$ cat src/rtl/mp_ram_seltrans_pkg.sv
package mp_ram_seltrans_pkg;

    localparam int unsigned NUM_WR = 2;

    // forwarding choice made by a registered read port at each edge
    typedef enum logic [1:0] {
        BYP_NONE = 2'd0,
        BYP_W0   = 2'd1,
        BYP_W1   = 2'd2
    } byp_sel_e;

endpackage

$ cat src/rtl/mp_ram_seltrans_wres.sv
module mp_ram_seltrans_wres
    import mp_ram_seltrans_pkg::*;
#(
    parameter int unsigned AW = 4
) (
    input  logic [NUM_WR-1:0]    wr_en,
    input  logic [NUM_WR*AW-1:0] wr_addr,
    output logic [NUM_WR-1:0]    wr_commit
);

    logic same_addr;

    assign same_addr = (wr_addr[0 +: AW] == wr_addr[AW +: AW]);

    // port 1 wins a collision: port 0 is dropped when both target one word
    always_comb begin
        wr_commit[1] = wr_en[1];
        wr_commit[0] = wr_en[0] && !(wr_en[1] && same_addr);
    end

endmodule

$ cat src/rtl/mp_ram_seltrans_store.sv
module mp_ram_seltrans_store
    import mp_ram_seltrans_pkg::*;
#(
    parameter int unsigned AW  = 4,
    parameter int unsigned DW  = 8,
    parameter int unsigned NRD = 5
) (
    input  logic                 clk,
    input  logic                 rst_n,
    input  logic [NUM_WR-1:0]    wr_commit,
    input  logic [NUM_WR*AW-1:0] wr_addr,
    input  logic [NUM_WR*DW-1:0] wr_data,
    input  logic [NRD*AW-1:0]    rd_addr,
    output logic [NRD*DW-1:0]    rd_word
);

    localparam int unsigned DEPTH = 1 << AW;

    logic [DW-1:0] cells [DEPTH];

    always_ff @(posedge clk or negedge rst_n) begin
        if (!rst_n) begin
            for (int i = 0; i < DEPTH; i++) begin
                cells[i] <= '0;
            end
        end else begin
            for (int p = 0; p < NUM_WR; p++) begin
                if (wr_commit[p]) begin
                    cells[wr_addr[p*AW +: AW]] <= wr_data[p*DW +: DW];
                end
            end
        end
    end

    for (genvar k = 0; k < NRD; k++) begin : g_look
        assign rd_word[k*DW +: DW] = cells[rd_addr[k*AW +: AW]];
    end

endmodule

$ cat src/rtl/mp_ram_seltrans_rdport.sv
module mp_ram_seltrans_rdport
    import mp_ram_seltrans_pkg::*;
#(
    parameter int unsigned  AW    = 4,
    parameter int unsigned  DW    = 8,
    parameter logic [1:0]   TMASK = 2'b00
) (
    input  logic                 clk,
    input  logic                 rst_n,
    input  logic                 re,
    input  logic [AW-1:0]        ra,
    input  logic [DW-1:0]        stored,
    input  logic [NUM_WR-1:0]    wr_en,
    input  logic [NUM_WR*AW-1:0] wr_addr,
    input  logic [NUM_WR*DW-1:0] wr_data,
    output logic [DW-1:0]        q
);

    byp_sel_e      sel;
    logic [DW-1:0] q_next;
    logic          hit0;
    logic          hit1;

    assign hit0 = TMASK[0] && wr_en[0] && (wr_addr[0 +: AW] == ra);
    assign hit1 = TMASK[1] && wr_en[1] && (wr_addr[AW +: AW] == ra);

    // port 1 data is the stored winner, so it is preferred when both hit
    always_comb begin
        if (hit1) begin
            sel = BYP_W1;
        end else if (hit0) begin
            sel = BYP_W0;
        end else begin
            sel = BYP_NONE;
        end
    end

    always_comb begin
        unique case (sel)
            BYP_W1:   q_next = wr_data[DW +: DW];
            BYP_W0:   q_next = wr_data[0 +: DW];
            BYP_NONE: q_next = stored;
            default:  q_next = stored;
        endcase
    end

    always_ff @(posedge clk or negedge rst_n) begin
        if (!rst_n) begin
            q <= '0;
        end else if (re) begin
            q <= q_next;
        end
    end

endmodule

$ cat src/rtl/mp_ram_seltrans.sv
module mp_ram_seltrans
    import mp_ram_seltrans_pkg::*;
#(
    parameter int unsigned      AW       = 4,
    parameter int unsigned      DW       = 8,
    parameter int unsigned      NRD      = 5,
    parameter logic [NRD-1:0]   RD_ASYNC = 5'b10000,
    parameter logic [2*NRD-1:0] RD_TMASK = 10'b00_11_10_01_00
) (
    input  logic              clk,
    input  logic              rst_n,
    input  logic [1:0]        wr_en,
    input  logic [2*AW-1:0]   wr_addr,
    input  logic [2*DW-1:0]   wr_data,
    input  logic [NRD-1:0]    rd_en,
    input  logic [NRD*AW-1:0] rd_addr,
    output logic [NRD*DW-1:0] rd_data
);

    logic [NUM_WR-1:0] wr_commit;
    logic [NRD*DW-1:0] stored_word;
    logic              unused_async_en;

    // enables of combinational ports are deliberately ignored
    assign unused_async_en = ^(rd_en & RD_ASYNC);

    mp_ram_seltrans_wres #(
        .AW (AW)
    ) u_wres (
        .wr_en     (wr_en),
        .wr_addr   (wr_addr),
        .wr_commit (wr_commit)
    );

    mp_ram_seltrans_store #(
        .AW  (AW),
        .DW  (DW),
        .NRD (NRD)
    ) u_store (
        .clk       (clk),
        .rst_n     (rst_n),
        .wr_commit (wr_commit),
        .wr_addr   (wr_addr),
        .wr_data   (wr_data),
        .rd_addr   (rd_addr),
        .rd_word   (stored_word)
    );

    for (genvar k = 0; k < NRD; k++) begin : g_rd
        if (RD_ASYNC[k]) begin : g_comb
            assign rd_data[k*DW +: DW] = stored_word[k*DW +: DW];
        end else begin : g_reg
            mp_ram_seltrans_rdport #(
                .AW    (AW),
                .DW    (DW),
                .TMASK (RD_TMASK[2*k +: 2])
            ) u_port (
                .clk     (clk),
                .rst_n   (rst_n),
                .re      (rd_en[k]),
                .ra      (rd_addr[k*AW +: AW]),
                .stored  (stored_word[k*DW +: DW]),
                .wr_en   (wr_en),
                .wr_addr (wr_addr),
                .wr_data (wr_data),
                .q       (rd_data[k*DW +: DW])
            );
        end
    end

endmodule

$ cat config.mk
export PLATFORM = sky130hd
export DESIGN_NAME = mp_ram_seltrans
export DESIGN_NICKNAME = d
export VERILOG_FILES = /design/src/rtl/mp_ram_seltrans_pkg.sv /design/src/rtl/mp_ram_seltrans_wres.sv /design/src/rtl/mp_ram_seltrans_store.sv /design/src/rtl/mp_ram_seltrans_rdport.sv /design/src/rtl/mp_ram_seltrans.sv
export SDC_FILE = /design/constraint.sdc
export NUM_CORES = 1
export LEC_CHECK = 0
export BUFFER_PORTS_ARGS = -buffer_cell sky130_fd_sc_hd__buf_2
export CAP_MARGIN = 20
export CORE_MARGIN = 10
export CORE_UTILIZATION = 45
export DETAILED_ROUTE_END_ITERATION = 7
export PLACE_DENSITY = 0.63
export SYNTH_ARGS = -nofsm -noshare
export SYNTH_HDL_FRONTEND = slang
export SYNTH_HIERARCHICAL = 1
export SYNTH_SLANG_ARGS = --single-unit
export TNS_END_PERCENT = 1
$ cat constraint.sdc
create_clock -name clk -period 1.6 [get_ports clk]
set_input_delay 0.08 -clock clk [delete_from_list [all_inputs] [get_ports clk]]
set_output_delay 0.08 -clock clk [all_outputs]
set_load 0.05 [all_outputs]
---- Word-level counts from Yosys, hierarchy flattened ----
Index checks and enable logic that the tools add are counted.
word-level totals
  word-level logic and storage cells ...... 86
  bits in registers ....................... 160
  bits in latches ......................... 0
  memories ................................ 0
  bits in writable memories ............... 0
  memory bits (read-only) ................. 0
  output and inout port bits .............. 40
operators by class
  reductions and logical operators ........ 9
  div/mod/pow operators ................... 0
  eq/ne operators ......................... 11
  shifts and indexed selects .............. 0
  $add $sub $neg .......................... 0
  mux-type cells .......................... 30
  order comparisons ....................... 9
  bitwise logic cells ..................... 7
  multipliers ............................. 0
operators with widths
  kind                                                                   count
  128-bit bitwise mux                                                    2
  128-bit two-way mux                                                    2
  8-bit binary-select mux with 4-bit select                              5
  8-bit two-way mux                                                      12
  8-bit demux with 4-bit select                                          2
  8-bit case mux with 2 select lines                                     3
  5-bit greater-or-equal comparator, second input constant               7
  4-bit NOT with 5-bit output                                            7
  4-bit equality test                                                    5
  5-bit by 1-bit < comparator with 1-bit output, second input constant   2
  1-bit logical AND                                                      8
  2-bit by 1-bit equality test with 1-bit output, second input constant  3
  2-bit equality test, second input constant                             2
  2-bit two-way mux                                                      2
  1-bit by 2-bit equality test with 1-bit output, second input constant  1
  1-bit two-way mux                                                      2
  1-bit zero test                                                        1

---- Longest topological paths before layout ----
Gate-level depths: netlist of run 1.
  depth in word-level cells ............... 9
  mapped depth ............................ 8
  depth with buffers taken out ............ 6

---- Hierarchy ----
The synthesis of run 1 kept the hierarchy.
modules (own cells, without submodules)
  module                                              seq. area each (sq um)  cells an instance  times used  area an instance (sq um)
  mp_ram_seltrans_store                               3,203.1                 1,165              1           11,434.7
  mp_ram_seltrans_rdport at g_rd[1].g_reg.u_port ...  200.2                   58                 2           491.7
  mp_ram_seltrans_rdport at g_rd[3].g_reg.u_port      200.2                   56                 1           609.3
  mp_ram_seltrans_rdport at g_rd[0].g_reg.u_port      200.2                   17                 1           331.6
  mp_ram_seltrans_wres                                0.0                     8                  1           57.6

---- Worst setup path after synthesis of run 1 ----
No wires, ideal clock.
  kind .................................... input -> register
  from .................................... input port wr_addr[1]
  to ...................................... register u_store/cells[100] (netlist name)
  data arrival time ....................... 1.545 ns
  data required time ...................... 1.472 ns
  path buffers ............................ 1
  path slack .............................. -0.074 ns
  cell stages on the path ................. 7
  cells stage by stage .................... xor2_1 -> nor3_1 -> a31oi_1 -> or3b_2 -> clkbuf_1 -> o21ai_0 -> a31oi_1
between the ends
  elaborated cells on any way between the ends .. 14
  those cells by class .................... order compare: 2; eq/ne: 1; mux: 6; bitwise: 1; reduce/logical: 4
RTL lines
  what                           RTL line                     RTL
  start, declared                mp_ram_seltrans.sv:13        input logic [2*AW-1:0] wr_addr,
  4-bit equality test *          mp_ram_seltrans_wres.sv:13   assign same_addr = (wr_addr[0 +: AW] == wr_addr[AW +: AW]);
  1-bit logical AND *            mp_ram_seltrans_wres.sv:18   wr_commit[0] = wr_en[0] && !(wr_en[1] && same_addr);
  1-bit zero test *              mp_ram_seltrans_wres.sv:18
  1-bit logical AND *            mp_ram_seltrans_wres.sv:18
  via wr_commit[0]               mp_ram_seltrans.sv:20        logic [NUM_WR-1:0] wr_commit;
  128-bit two-way mux *          mp_ram_seltrans_store.sv:28  if (wr_commit[p]) begin
  128-bit bitwise mux            mp_ram_seltrans_store.sv:29  cells[wr_addr[p*AW +: AW]] <= wr_data[p*DW +: DW];
  128-bit two-way mux *          mp_ram_seltrans_store.sv:28
  end signal, assigned by index  mp_ram_seltrans_store.sv:29
  end, declared                  mp_ram_seltrans_store.sv:19  logic [DW-1:0] cells [DEPTH];
The timed path passes the listed nets; every way through them passes the cells marked *.
A chain may end at the register's enable or synchronous reset.

---- Worst setup path after layout of run 1 ----
  from .................................... register u_store/cells[36] (netlist name)
  to ...................................... output port rd_data[36]
between the ends
  longest elaborated chain between the ends .. 3
ends and longest elaborated chain
  what                                                  RTL line                     RTL
  8-bit binary-select mux with 4-bit select             mp_ram_seltrans_store.sv:36  assign rd_word[k*DW +: DW] = cells[rd_addr[k*AW +: AW]];
  8-bit two-way mux (implied by the code) (2 in a row)  mp_ram_seltrans_store.sv:36
  end, declared                                         mp_ram_seltrans.sv:17        output logic [NRD*DW-1:0] rd_data
Every way passes these cells. The select of a mux whose other input is x is not followed.

==> results of run 1 <==
[cells in the mapped netlist, drive strengths merged]
| library cell | instances |
|---|---|
| dfrtp | 160 |
| mux4 | 160 |
| nand3 | 156 |
| o21ai | 144 |
| a31oi | 129 |
| clkbuf | 129 |
| nor3 | 129 |
| a22oi | 80 |
| buf | 69 |
| nand2 | 46 |
| nor2 | 22 |
| or2 | 18 |
| a21oi | 16 |
| o21a | 16 |
| nor2b | 12 |
| xnor2 | 11 |
| inv | 9 |
| xor2 | 9 |
| mux2 | 8 |
| mux2i | 8 |
| o221ai | 8 |
| and2 | 6 |
| nand2b | 5 |
| nand3b | 4 |
| and3b | 2 |
| nor4 | 2 |
| or3b | 2 |
| and3 | 1 |
| nor3b | 1 |
[registers in the layout, summed over array words and instances, names as in the netlist]
register,flops
g_rd.g_reg.u_port/q,32
u_store/cells,128
[layout make-up]
type	count	area, sq um
fillers	2506	11900
multi-input cells	995	8900
clock inverters	15	194
repair buffers	400	3530
well taps	390	488
flip-flops and latches	160	4070
diodes	1	2.50
inverters	9	33.8
clock buffers	17	425
[what timing repair did]
action | in CTS | in global routing
gates resized for setup | 141 | 32
cloned | 0 | 0
setup buffers | 61 | 2
hold endpoints to repair | 161 | 0
setup endpoints to repair | 40 | 40
hold buffers | 2 | 0
pin swaps | 46 | 17
[power by group]
part	internal [uW]	switching [uW]
Combinational	4960	5570
Clock	2510	2050
Sequential	5140	1300
Total	12600	8920
[per-stage QoR]
stage / std cells / cell area, sq um / setup TNS (ns)
after detailed placement: 1887 / 16000 / -22.30
after global placement: 1887 / 16000 / -20.35
after CTS: 1981 / 17500 / -8.24
after floorplan: 1362 / 13400 / 0
after global routing: 1986 / 17600 / -10.92
final: 1987 / 17600 / -9.71
[worst max-delay path, cell delays in order, from the launching register on]
cell     delay [ns]
dfrtp_1        0.44
mux4_2         0.50
a22oi_2        0.32
nand2_2        0.13
buf_6          0.17
[worst max path at each step]
| stage | start | to | slack [ns] | depth (start not counted) |
|---|---|---|---|---|
| after global routing | u_store/cells[64]$_DFF_PN0_ | rd_data[32] | -0.49 | 5 |
| after floorplan | rd_addr[12] | g_rd[3].g_reg.u_port/q[5]$_DFFE_PN0P_ | 0.0008 | 7 |
| after global placement | rd_addr[12] | g_rd[3].g_reg.u_port/q[2]$_DFFE_PN0P_ | -0.48 | 8 |
| after CTS | u_store/cells[48]$_DFF_PN0_ | rd_data[32] | -0.41 | 5 |
| after detailed placement | rd_addr[12] | g_rd[3].g_reg.u_port/q[2]$_DFFE_PN0P_ | -0.47 | 8 |
| final | u_store/cells[36]$_DFF_PN0_ | rd_data[36] | -0.47 | 4 |
[kinds of logic after synthesis]
logic type      share of synthesized area, %
buf+inv                                 6.64
flops                                   29.8
simple gates                            15.5
xor+xnor                                1.42
mux                                     28.4
compound gates                          18.3
[per-layer routing]
layer  global-route usage [%]  share of wire [%]  up-vias
li1                         -                  -     5821
met1                     47.0                 36     7299
met5                    0.686                  0        -
met3                     17.3                 18      229
met4                     18.1                5.6        0
met2                     48.4                 40     1444
==> impl_metrics.toml, run 1 <==
[setup_path]
cp.required_ns = 1.52
r2r_cells = 7
critPathArrivalTime_ns = 1.99
r2r-start = "u_store/cells[64]$_DFF_PN0_"
worstSetupPathType = "reg -> out"
rr_endpoint = "g_rd[3].g_reg.u_port/q[0]$_DFFE_PN0P_"
cp_max_fo = 5
r2r_setup_slack_ns = -0.43
startpoint_type = "flop"
cp-end-kind = "primary output"

[logic_synthesis]
syn_nets = 1415
netlist_area_sq_um = 13400
synth-seq-cells = 160
synth_cells = 1362
yosysWarnings = 6
yosysTopAreaCellShare_pct = 29.8
ys_seq_area_share_pct = 29.8
synth_top_area_cell = "dfrtp_1"
synth_area_per_cell_sq_um = 9.85
netlist-cell-type-count = 39
synth.area.top_cells = "dfrtp_1 30%, mux4_2 27%, a31oi_1 6.0%"

[sta]
rsz0062_at_grt = "yes"
fin_hold_ws_ns = 0.0261
drv_slew = 0
fin_crit_ns = 2.07
setup_viol = 40
slew_headroom_pct = 18.0
tightest_slew_ns = 1.23
fmax_ghz = 0.483
fin_skew_ns = 0.0152
layout_setup_ws_ns = -0.469
hold_viol = 0
finalCritPeriodShare_pct = 129

[power]
max-vdd-ir-drop_v = 0.000799
cellPowerDensity_nw_per_um2 = 1220
power_leakage_uw = 0.00658
p_total_uw = 21500

[floorplan]
fp.dieW_um = 193
initial_utilization_pct = 45.4
core-area_sq_um = 29600
rows = 63
dieArea_sq_um = 37100
ios = 93
die_y_um = 193

[global_route]
gr-total-overflow = 0
grt_pass1_vias = 14146
antenna_found_initial = 1
grt_max_degree = 62
grt_first_pass_wirelength_um = 97200
track_usage_pct = 36.0

[hold_path]
whs_endpoint = "g_rd[2].g_reg.u_port/q[4]$_DFFE_PN0P_"
hp-class = "in -> reg"
min-delay-start = "wr_data[12]"
whs_path_depth = 4

[cts]
clock_sinks = 160
clockBufferDepth = 2
htree_levels = 4
cts_root_buf = "clkbuf_16"
cts.clk_slew.worst_paths_ns = 0.07
cts_buffers = 17
cts_tree = "done"
clock_latency_ns = 0.45

[placed_design]
dpl.hpwl_um = 46300
post-place-ws_ns = -0.472
io_buffers = 91
globalplace.congestion = 1.08

[route]
drt_iter0_drc = 2627
vias_per_cell = 7.44
wl_um = 67100
num_vias = 14793
dr.pass1.iters = 6
wl_per_cell_um = 33.8
drc = 0
ant_nets = 0

[job]
cap_violations = 0

[final_layout]
final_util_pct = 59.7
final_common_cell = "buf_4"
nets = 1636
layout-drive-gt1-share_pct = 47.7
final_cell_mix = "237 x buf_4, 160 x mux4_2, 154 x nand3_1"
syn2layout_area_growth_pct = 31.5

[run_status]
violations = "setup timing"
outcome = "complete, but fails checks"
No activity file was read; power rests on OpenSTA's default activity.
==> run 2: changes to the inputs <==
CORE_ASPECT_RATIO = 0.75   (was default)
SKIP_CTS_REPAIR_TIMING = 1   (was default)
==> impl_metrics.toml, run 2 (synthesis results as in run 1) <==
[run_status]
outcome = "complete, but fails checks"
violations = "setup timing"

[cts]
clockBufferDepth = 2
clock_latency_ns = 0.46
cts_tree = "done"
htree_levels = 4
cts.clk_slew.worst_paths_ns = 0.07
clock_sinks = 160
cts_root_buf = "clkbuf_16"
cts_buffers = 17

[sta]
fin_crit_ns = 2.07
slew_headroom_pct = 2.52
tightest_slew_ns = 1.46
finalCritPeriodShare_pct = 130
setup_viol = 40
layout_setup_ws_ns = -0.475
fin_skew_ns = 0.0143
setup_tns_ns = -8.44
fmax_ghz = 0.482
fin_hold_ws_ns = 0.0202
hold_viol = 0
rsz0062_at_grt = "yes"
drv_slew = 0

[route]
drt_iter0_drc = 2691
wl_um = 65800
drc = 0
num_vias = 14651
vias_per_cell = 7.40
ant_nets = 0
wl_per_cell_um = 33.2
dr.pass1.iters = 7

[floorplan]
core-area_sq_um = 29300
rows = 54
dieArea_sq_um = 37200
initial_utilization_pct = 45.9
die_y_um = 170
ios = 93
fp.dieW_um = 219

[global_route]
grt_pass1_vias = 13740
grt_max_degree = 49
grt_first_pass_wirelength_um = 94200
track_usage_pct = 34.5
antenna_found_initial = 0
gr-total-overflow = 0

[setup_path]
slowest_stage = "mux4_2"
cp.required_ns = 1.52
cp-end-kind = "primary output"
worstSetupPathType = "reg -> out"
critical_path.max_stage_delay_ns = 0.48
critPathArrivalTime_ns = 1.99
cp_max_fo = 6
startpoint_type = "flop"
crit_family = "multiplexers"
worst-path-buf-inv = 2
crit_chain = "mux4_2, a22oi_1, buf_4, nand2_1, buf_6"

[job]
cap_violations = 0

[final_layout]
largest_reg_flops = 128
antenna_cells = 0
fillCellCount = 2443
final_cell_mix = "234 x buf_4, 160 x mux4_2, 154 x nand3_1"
layout-drive-gt1-share_pct = 49.1
regMostFlops = "u_store/cells"
top_regs = "u_store/cells (128), g_rd.g_reg.u_port/q (32)"
final_util_pct = 60.1
nets = 1627
final_common_cell = "buf_4"
syn2layout_area_growth_pct = 31.1
stdcell_count = 1979

[power]
power_leakage_uw = 0.00651
max-vdd-ir-drop_v = 0.000594
cellPowerDensity_nw_per_um2 = 1220

[placed_design]
post-place-ws_ns = -0.293
dpl.cell_count = 1900
dpl.hpwl_um = 45500
io_buffers = 91
globalplace.congestion = 1.03

[hold_path]
hp-class = "in -> reg"
-- run 2: cell count changes in the layout (fill, tap and decap cells not counted), sizes merged --
cell,previous run,this run
buf,398,390
clkbuf,17,19
inv,17,15
bufinv,3,4
clkinv,3,2
diode,1,0
dlygate4sd3,2,1
-- run 2: path summary, 6_finish.rpt --
check	startpoint	endpoint	slack (ns)	depth (start not counted)
max	u_store/cells[92]$_DFF_PN0_	rd_data[36]	-0.47	5
min	rd_en[3]	g_rd[3].g_reg.u_port/q[7]$_DFFE_PN0P_	0.02	2
max reg2reg	u_store/cells[48]$_DFF_PN0_	g_rd[3].g_reg.u_port/q[0]$_DFFE_PN0P_	-0.33	6
min reg2reg	g_rd[2].g_reg.u_port/q[4]$_DFFE_PN0P_	g_rd[2].g_reg.u_port/q[4]$_DFFE_PN0P_	0.51	2
max in group asynchronous	rst_n	u_store/cells[4]$_DFF_PN0_	0.75	3
min in group asynchronous	rst_n	u_store/cells[109]$_DFF_PN0_	0.11	2
-- run 2: worst reg2reg max path, stage by stage (launching register included) --
cell and delay [ns]:
dfrtp_1 0.38, buf_4 0.14, mux4_2 0.44, a22oi_1 0.35
nand2_1 0.16, mux2i_1 0.22, o221ai_2 0.11
-- run 2: layout make-up --
class	instances	area, sq um	share of cell area, %
Inverter	9	33.8	0.192
Multi-Input combinational cell	995	8950	50.9
Clock inverter	13	199	1.13
Timing Repair Buffer	391	3400	19.3
Tap cell	392	490	2.79
Sequential cell	160	4090	23.2
Clock buffer	19	433	2.46
-- run 2: power by group --
part | switching (uW) | internal, uW
registers | 1690 | 5160
clock network | 1960 | 2660
logic | 5050 | 4960
total | 8710 | 12800
-- run 2: per-layer routing --
metal  vias to the layer above  global-route usage, %  share of wire (%)
li1                       5789                      -                  -
met1                      7157                   46.8                 37
met2                      1496                   43.8                 39
met3                       207                   18.2                 19
met4                         2                   15.8                4.9
met5                         -                      0               0.11
-- run 2: through the flow --
step	instance area (sq um)	power (uW)
CTS	16600	19900
detailed placement	16000	15200
global route	17600	22000
global placement	16000	15100
finish	17600	21500
floorplan	13400	11200
